==> src/rtl/dma_ctrl_pkg.sv <==
package dma_ctrl_pkg;

  typedef enum logic [1:0] {ADJ_INC = 2'd0, ADJ_DEC = 2'd1, ADJ_FIX = 2'd2, ADJ_RLD = 2'd3} adj_e;
  typedef enum logic [1:0] {TM_NOW = 2'd0, TM_VBL = 2'd1, TM_HBL = 2'd2, TM_SPC = 2'd3} timing_e;
  typedef enum logic [1:0] {REG_SRC = 2'd0, REG_DST = 2'd1, REG_CNT = 2'd2, REG_CTL = 2'd3} reg_e;
  typedef enum logic [1:0] {PH_IDLE = 2'd0, PH_RD = 2'd1, PH_WR = 2'd2} phase_e;

  // control word, msb first: en word rpt sadj dadj tm
  typedef struct packed {
    logic    en;
    logic    word;
    logic    rpt;
    adj_e    sadj;
    adj_e    dadj;
    timing_e tm;
  } ctl_t;

  localparam int unsigned CTL_W = $bits(ctl_t);

  function automatic int unsigned src_aw(input int unsigned id);
    return (id == 0) ? 27 : 28;
  endfunction

  function automatic int unsigned dst_aw(input int unsigned id);
    return (id == 3) ? 28 : 27;
  endfunction

  function automatic int unsigned cnt_w(input int unsigned id);
    return (id == 3) ? 16 : 14;
  endfunction

  function automatic bit has_fifo(input int unsigned id);
    return (id == 1) || (id == 2);
  endfunction

endpackage

==> src/rtl/dma_prio_arb.sv <==
module dma_prio_arb #(
  parameter int unsigned N  = 4,
  parameter int unsigned IW = 2
) (
  input  logic [N-1:0]  req_i,
  output logic [N-1:0]  gnt_o,
  output logic [IW-1:0] idx_o
);

  // lowest index wins: scan high to low, last hit stays
  always_comb begin
    gnt_o = '0;
    idx_o = '0;
    for (int i = N - 1; i >= 0; i--) begin
      if (req_i[i]) begin
        gnt_o    = '0;
        gnt_o[i] = 1'b1;
        idx_o    = IW'(i);
      end
    end
  end

endmodule

==> src/rtl/dma_chan.sv <==
module dma_chan
  import dma_ctrl_pkg::*;
#(
  parameter int unsigned AW       = 32,
  parameter int unsigned SRC_AW   = 27,
  parameter int unsigned DST_AW   = 27,
  parameter int unsigned CNT_W    = 14,
  parameter bit          HAS_FIFO = 1'b0
) (
  input  logic          clk_i,
  input  logic          rst_ni,
  input  logic          wr_i,
  input  logic [1:0]    sel_i,
  input  logic [AW-1:0] wdata_i,
  input  logic          hblank_i,
  input  logic          vblank_i,
  input  logic          fifo_req_i,
  input  logic          step_i,
  output logic          busy_o,
  output logic [AW-1:0] src_o,
  output logic [AW-1:0] dst_o,
  output logic          word_o
);

  localparam logic [AW-1:0]    SRC_MASK = {{(AW - SRC_AW){1'b0}}, {SRC_AW{1'b1}}};
  localparam logic [AW-1:0]    DST_MASK = {{(AW - DST_AW){1'b0}}, {DST_AW{1'b1}}};
  localparam logic [CNT_W-1:0] CNT_MAX  = {CNT_W{1'b1}};
  localparam logic [CNT_W-1:0] FIFO_CNT = CNT_W'(4);

  logic [AW-1:0]    prog_src, prog_dst, cur_src, cur_dst;
  logic [CNT_W-1:0] prog_cnt, cur_cnt, reload_cnt;
  ctl_t             ctl, new_ctl;
  logic             busy, fifo_mode, trig;
  logic [AW-1:0]    step_sz;

  function automatic logic [AW-1:0] adv(input logic [AW-1:0] a, input adj_e m,
                                        input logic [AW-1:0] sz);
    case (m)
      ADJ_DEC: return a - sz;
      ADJ_FIX: return a;
      default: return a + sz;
    endcase
  endfunction

  assign fifo_mode  = HAS_FIFO && (ctl.tm == TM_SPC);
  assign word_o     = ctl.word | fifo_mode;
  assign step_sz    = word_o ? AW'(4) : AW'(2);
  assign reload_cnt = (prog_cnt == '0) ? CNT_MAX : prog_cnt;
  assign new_ctl    = ctl_t'(wdata_i[CTL_W-1:0]);
  assign trig       = !busy && ctl.en &&
                      (((ctl.tm == TM_VBL) && vblank_i) ||
                       ((ctl.tm == TM_HBL) && hblank_i) ||
                       (fifo_mode && ctl.rpt && fifo_req_i));

  always_ff @(posedge clk_i or negedge rst_ni) begin
    if (!rst_ni) begin
      prog_src <= '0;
      prog_dst <= '0;
      prog_cnt <= '0;
      cur_src  <= '0;
      cur_dst  <= '0;
      cur_cnt  <= '0;
      ctl      <= '0;
      busy     <= 1'b0;
    end else begin
      if (step_i && busy) begin
        cur_src <= adv(cur_src, ctl.sadj, step_sz) & SRC_MASK;
        if (!fifo_mode) cur_dst <= adv(cur_dst, ctl.dadj, step_sz) & DST_MASK;
        cur_cnt <= cur_cnt - CNT_W'(1);
        if (cur_cnt == CNT_W'(1)) begin
          busy <= 1'b0;
          if (!ctl.rpt) ctl.en <= 1'b0;
        end
      end
      if (trig) begin
        busy <= 1'b1;
        if (fifo_mode) cur_cnt <= FIFO_CNT;
        else if (ctl.rpt) begin
          cur_cnt <= reload_cnt;
          if (ctl.dadj == ADJ_RLD) cur_dst <= prog_dst;
        end
      end
      if (wr_i) begin
        case (reg_e'(sel_i))
          REG_SRC: prog_src <= wdata_i & SRC_MASK;
          REG_DST: prog_dst <= wdata_i & DST_MASK;
          REG_CNT: prog_cnt <= wdata_i[CNT_W-1:0];
          default: begin
            ctl <= new_ctl;
            if (new_ctl.en && !ctl.en) begin
              cur_src <= prog_src;
              cur_dst <= prog_dst;
              cur_cnt <= reload_cnt;
              busy    <= (new_ctl.tm == TM_NOW);
            end else if (!new_ctl.en) begin
              busy <= 1'b0;
            end
          end
        endcase
      end
    end
  end

  assign busy_o = busy;
  assign src_o  = cur_src;
  assign dst_o  = cur_dst;

  a_r13_busy_needs_en: assert property (@(posedge clk_i) disable iff (!rst_ni)
    busy |-> ctl.en);
  a_r8_last_step_idles: assert property (@(posedge clk_i) disable iff (!rst_ni)
    (step_i && busy && cur_cnt == CNT_W'(1) && !wr_i) |=> !busy);
  a_r6_fifo_dst_fixed: assert property (@(posedge clk_i) disable iff (!rst_ni)
    (step_i && busy && fifo_mode && !wr_i) |=> $stable(cur_dst));
  a_r5_no_retrigger: assert property (@(posedge clk_i) disable iff (!rst_ni)
    (busy && !step_i && !wr_i) |=> (busy && $stable(cur_cnt)));

endmodule

==> src/rtl/dma_ctrl.sv <==
module dma_ctrl
  import dma_ctrl_pkg::*;
#(
  parameter int unsigned NCH = 4,
  parameter int unsigned AW  = 32,
  parameter int unsigned DW  = 32,
  parameter int unsigned CW  = (NCH > 1) ? $clog2(NCH) : 1
) (
  input  logic           clk_i,
  input  logic           rst_ni,
  input  logic           cfg_we_i,
  input  logic [CW-1:0]  cfg_ch_i,
  input  logic [1:0]     cfg_sel_i,
  input  logic [AW-1:0]  cfg_wdata_i,
  input  logic           hblank_i,
  input  logic           vblank_i,
  input  logic [NCH-1:0] fifo_req_i,
  output logic           bus_req_o,
  output logic           bus_we_o,
  output logic           bus_word_o,
  output logic [AW-1:0]  bus_addr_o,
  output logic [DW-1:0]  bus_wdata_o,
  input  logic [DW-1:0]  bus_rdata_i,
  input  logic           bus_ready_i,
  output logic [NCH-1:0] busy_o
);

  phase_e         phase_q;
  logic [CW-1:0]  gidx_q, arb_idx;
  logic [NCH-1:0] arb_gnt, busy, step, word;
  logic [DW-1:0]  data_q;
  logic [AW-1:0]  src [NCH];
  logic [AW-1:0]  dst [NCH];

  genvar g;
  generate
    for (g = 0; g < NCH; g++) begin : g_ch
      dma_chan #(
        .AW      (AW),
        .SRC_AW  (src_aw(g)),
        .DST_AW  (dst_aw(g)),
        .CNT_W   (cnt_w(g)),
        .HAS_FIFO(has_fifo(g))
      ) u_ch (
        .clk_i     (clk_i),
        .rst_ni    (rst_ni),
        .wr_i      (cfg_we_i && (cfg_ch_i == CW'(g))),
        .sel_i     (cfg_sel_i),
        .wdata_i   (cfg_wdata_i),
        .hblank_i  (hblank_i),
        .vblank_i  (vblank_i),
        .fifo_req_i(fifo_req_i[g]),
        .step_i    (step[g]),
        .busy_o    (busy[g]),
        .src_o     (src[g]),
        .dst_o     (dst[g]),
        .word_o    (word[g])
      );
      assign step[g] = (phase_q == PH_WR) && bus_ready_i && (gidx_q == CW'(g));
    end
  endgenerate

  dma_prio_arb #(.N(NCH), .IW(CW)) u_arb (
    .req_i(busy),
    .gnt_o(arb_gnt),
    .idx_o(arb_idx)
  );

  // grant is latched per step so a late higher-priority trigger cannot split a read from its write
  always_ff @(posedge clk_i or negedge rst_ni) begin
    if (!rst_ni) begin
      phase_q <= PH_IDLE;
      gidx_q  <= '0;
      data_q  <= '0;
    end else begin
      case (phase_q)
        PH_IDLE: if (|busy) begin
          gidx_q  <= arb_idx;
          phase_q <= PH_RD;
        end
        PH_RD: if (bus_ready_i) begin
          data_q  <= bus_rdata_i;
          phase_q <= PH_WR;
        end
        PH_WR: if (bus_ready_i) phase_q <= PH_IDLE;
        default: phase_q <= PH_IDLE;
      endcase
    end
  end

  assign bus_req_o   = (phase_q != PH_IDLE);
  assign bus_we_o    = (phase_q == PH_WR);
  assign bus_word_o  = word[gidx_q];
  assign bus_addr_o  = (phase_q == PH_WR) ? dst[gidx_q] : src[gidx_q];
  assign bus_wdata_o = data_q;
  assign busy_o      = busy;

  a_r9_single_grant: assert property (@(posedge clk_i) disable iff (!rst_ni)
    $onehot0(arb_gnt) && ((|busy) == (|arb_gnt)));
  a_r9_ch0_first: assert property (@(posedge clk_i) disable iff (!rst_ni)
    busy[0] |-> arb_gnt[0]);
  a_r11_hold_until_ready: assert property (@(posedge clk_i) disable iff (!rst_ni)
    (bus_req_o && !bus_ready_i) |=> (bus_req_o && $stable(bus_we_o) && $stable(bus_addr_o)));
  a_r11_write_after_read: assert property (@(posedge clk_i) disable iff (!rst_ni)
    $rose(bus_we_o) |-> $past(bus_req_o && !bus_we_o && bus_ready_i));
  a_r11_wdata_is_read: assert property (@(posedge clk_i) disable iff (!rst_ni)
    (bus_req_o && !bus_we_o && bus_ready_i) |=> (bus_wdata_o == $past(bus_rdata_i)));

endmodule

==> config.mk <==
export PLATFORM = sky130hd
export DESIGN_NAME = dma_ctrl
export DESIGN_NICKNAME = d
export VERILOG_FILES = /design/src/rtl/dma_ctrl_pkg.sv /design/src/rtl/dma_prio_arb.sv /design/src/rtl/dma_chan.sv /design/src/rtl/dma_ctrl.sv
export SDC_FILE = /design/constraint.sdc
export NUM_CORES = 2
export LEC_CHECK = 0
export CORE_MARGIN = 5
export CORE_UTILIZATION = 44
export CTS_CLUSTER_DIAMETER = 30
export DETAILED_ROUTE_END_ITERATION = 16
export DONT_BUFFER_PORTS = 1
export PLACE_DENSITY = 0.68
export SKIP_LAST_GASP = 1
export SYNTH_ARGS = -nofsm -noshare
export SYNTH_HDL_FRONTEND = slang
export SYNTH_HIERARCHICAL = 1
export SYNTH_SLANG_ARGS = --single-unit
==> constraint.sdc <==
create_clock -name clk_i -period 7.75 [get_ports clk_i]
set_input_delay 0.3875 -clock clk_i [delete_from_list [all_inputs] [get_ports clk_i]]
set_output_delay 0.3875 -clock clk_i [all_outputs]
set_load 0.005 [all_outputs]
==> flow_summary_export.csv <==
group,metric,value,unit
die,dieArea,0.0974,mm²
place,dp.cells,5112,
place,hpwl,84100,µm
pwr,total_power,18.2,mW
finish,fin_nets,4419,
worst_setup_path,cp_slowest_cell,"inv_1",
synthesis,netlist_area,0.0402,mm²
drt,dr.pass1.iters,7,
place,pre_cts_slack,3.64,ns
pwr,p_seq_share,31.3,%
synthesis,synth_fp_nets,4341,
run_status,violations,"negative hold slack, max-slew violations",
die,coreArea,0.0903,mm²
timing,finalWorstSetupSlack,3.55,ns
clocking,cts_buffers,152,
worst_setup_path,worstPathMaxFanout,26,
drt,wl_per_cell,22.7,µm
timing,finalSetupViolations,0,
global_routing,track_usage,25.1,%
place,place.port_buffers,0,
worst_setup_path,worstRegToRegCells,13,
pwr,swShare,36.4,%
drt,first_iter_violations,3232,
pwr,net-switching-power,6.61,mW
global_routing,antenna_found_initial,15,
timing,finalMaxSlewViolations,427,
worst_setup_path,path_class,"reg2reg",
die,io_pins,149,
timing,timing.hold.ws,-0.524,ns
worst_setup_path,cp-start-kind,"flip-flop",
drt,drc,0,
pwr,clkPwrFrac,36.1,%
worst_setup_path,ff2ff_setup_slack,3.55,ns
pwr,pwr-share-comb,32.6,%
pwr,powerDensity,383,mW/mm²
finish,final_cells,5481,
global_routing,first_global_vias,32138,
worst_setup_path,arrival,4.87,ns
drt,via_count,32964,
clocking,clk_latency,0.76,ns
timing,final_hold_viol_count,668,
timing,finalCriticalPeriod,4.20,ns
place,gp_congestion,0.936,
timing,fmax,238,MHz
worst_setup_path,reg2reg_from,"g_ch[1].u_ch/ctl[5]",
worst_setup_path,worstPathRequired,8.42,ns
worst_setup_path,regToRegEndpoint,"g_ch[1].u_ch/src_o[27]",
worst_setup_path,critPathLaunch,"g_ch[1].u_ch/ctl[5]",
clocking,cts-hold-fix-buffers,78,
timing,fin_crit_sh,54.1,%
clocking,cts.reportedPaths.clkPinSlew,0.04,ns
run_status,status,"finished, violations left",
synthesis,ys_warn_count,6,
timing,finClkSkew,0.0469,ns
global_routing,grt_pass1_wl,192000,µm
clocking,htreeDepth,4,
finish,final_core_util,52.6,%
pwr,leakage,20.7,nW
pwr,intPower,11.5,mW
finish,area_delta_synth_final,18.2,%
drt,vias_per_cell,6.01,
synthesis,syn_inst,4090,
timing,max_slew_margin,-32.7,%
clocking,cts_tree,"built",
drt,routed_wl,124000,µm
finish,drive_above_1_share,18.2,%
die,initial_core_util,44.5,%
drt,ant_nets,0,
clocking,cts-root-buf,"clkbuf_16",
worst_setup_path,worstSetupEndpointType,"flip-flop",
clocking,clock-sinks,668,
die,fp.dieW,312,µm
min_path,hold_path.class,"in2async",
global_routing,gr-total-overflow,0,
worst_setup_path,crit_chain,"inv_1 -> nand2_1 -> inv_1 -> ha_1 -> nand3_1 -> nor3_1 -> a211oi_1 -> a31oi_1 -> a221oi_2 -> o211ai_1 -> a221o_1 -> and2_1 -> nand2_1",
pwr,ir_drop,0.232,mV
global_routing,grt_start_max_net_pins,669,
die,rows,110,
timing,fin_setup_tns,0,ns
die,die_y,312,µm
finish,fillers,7939,
timing,rsz0062_at_grt,"false",
timing,tightest_slew,1.99,ns
clocking,clk_path_buf_depth,3,
synthesis,avgSynthCellArea,9.82,µm²
job,cap_violations,0,
worst_setup_path,slowest_delay,0.76,ns
==> registers in the layout, indices dropped and copies added (netlist names) <==
| name | flops |
|---|---|
| bus_wdata_o | 32 |
| g_ch.u_ch/dst_o | 128 |
| phase_q | 2 |
| g_ch.u_ch/prog_src | 111 |
| g_ch.u_ch/src_o | 128 |
| g_ch.u_ch/busy_o | 4 |
| g_ch.u_ch/ctl | 34 |
| g_ch.u_ch/cur_cnt | 58 |
| g_ch.u_ch/prog_cnt | 58 |
| gidx_q | 2 |
| g_ch.u_ch/word_o | 2 |
| g_ch.u_ch/prog_dst | 109 |
==> layer usage <==
layer	global-route usage, %	up-vias	part of all wire, %
met1	33.2	16302	42
met3	7.20	273	8.4
li1	-	15205	-
met2	39.4	1176	46
met4	9.45	8	3.8
met5	0	-	0.042
==> cell usage in the layout, fill, tap and decap left out, types with 49 or more instances in the layout <==
master,count
nand2_1,399
a31oi_1,55
clkbuf_16,153
ha_1,173
inv_1,73
o21ai_0,213
xor2_1,74
a21oi_1,331
dfrtp_1,666
dlygate4sd3_1,70
buf_4,49
nand3_1,114
xnor2_1,137
nor3_1,121
mux2_2,312
nor2_1,325
o21ai_1,51
a21o_1,66
mux4_2,58
and3_1,91
==> power groups by stage <==
stage	clock network, mW	registers, mW	logic (mW)
floorplan	0	5.16	4.64
detailed placement	0	5.70	5.67
global route	6.84	5.79	6.50
global placement	0	5.66	5.55
CTS	6.63	5.66	5.83
finish	6.56	5.68	5.91
==> cell type report <==
type	instances	area [µm²]	area share, %
clock buffer	185	4110	8.66
antenna	13	32.5	0.0686
timing repair buffer	127	1230	2.59
tap	1176	1470	3.10
clock inverter	93	1220	2.57
multi-input combinational	3144	22400	47.2
inverter	75	282	0.593
sequential	668	16700	35.2
==> worst max-delay path by stage <==
| stage | endpoint | slack, ns |
|---|---|---|
| 6_report | g_ch[1].u_ch/src_o[27] | 3.55 |
| 5_1_grt | g_ch[1].u_ch/src_o[27] | 3.30 |
| 4_1_cts | g_ch[1].u_ch/src_o[27] | 3.64 |
| 3_5_place_dp | g_ch[1].u_ch/src_o[27] | 3.64 |
| 3_3_place_gp | g_ch[1].u_ch/src_o[27] | 3.68 |
| 2_1_floorplan | g_ch[1].u_ch/dst_o[20] | 4.11 |
==> what timing repair did <==
action | in CTS | in global routing
setup endpoints to repair | 0 | 0
resized for setup | 0 | 0
setup buffers | 0 | 0
endpoints found under the hold margin | 1018 | 668
==> critical path, delay by kind of cell (launching register included) <==
kind | cells | cell delay, ns
simple gates | 5 | 0.78
buf+inv | 2 | 0.89
flops | 1 | 0.36
fa+ha+maj | 1 | 0.45
compound gates | 5 | 1.66
==> through the flow <==
stage,instance area (µm²),hold WS (ns)
after global routing,47400,-0.591
after floorplan,40200,0.0919
after CTS,47400,-0.606
final,47500,-0.524
after global placement,41200,0.190
after detailed placement,41200,0.190
Note: power is estimated with default switching activity, not from simulation.
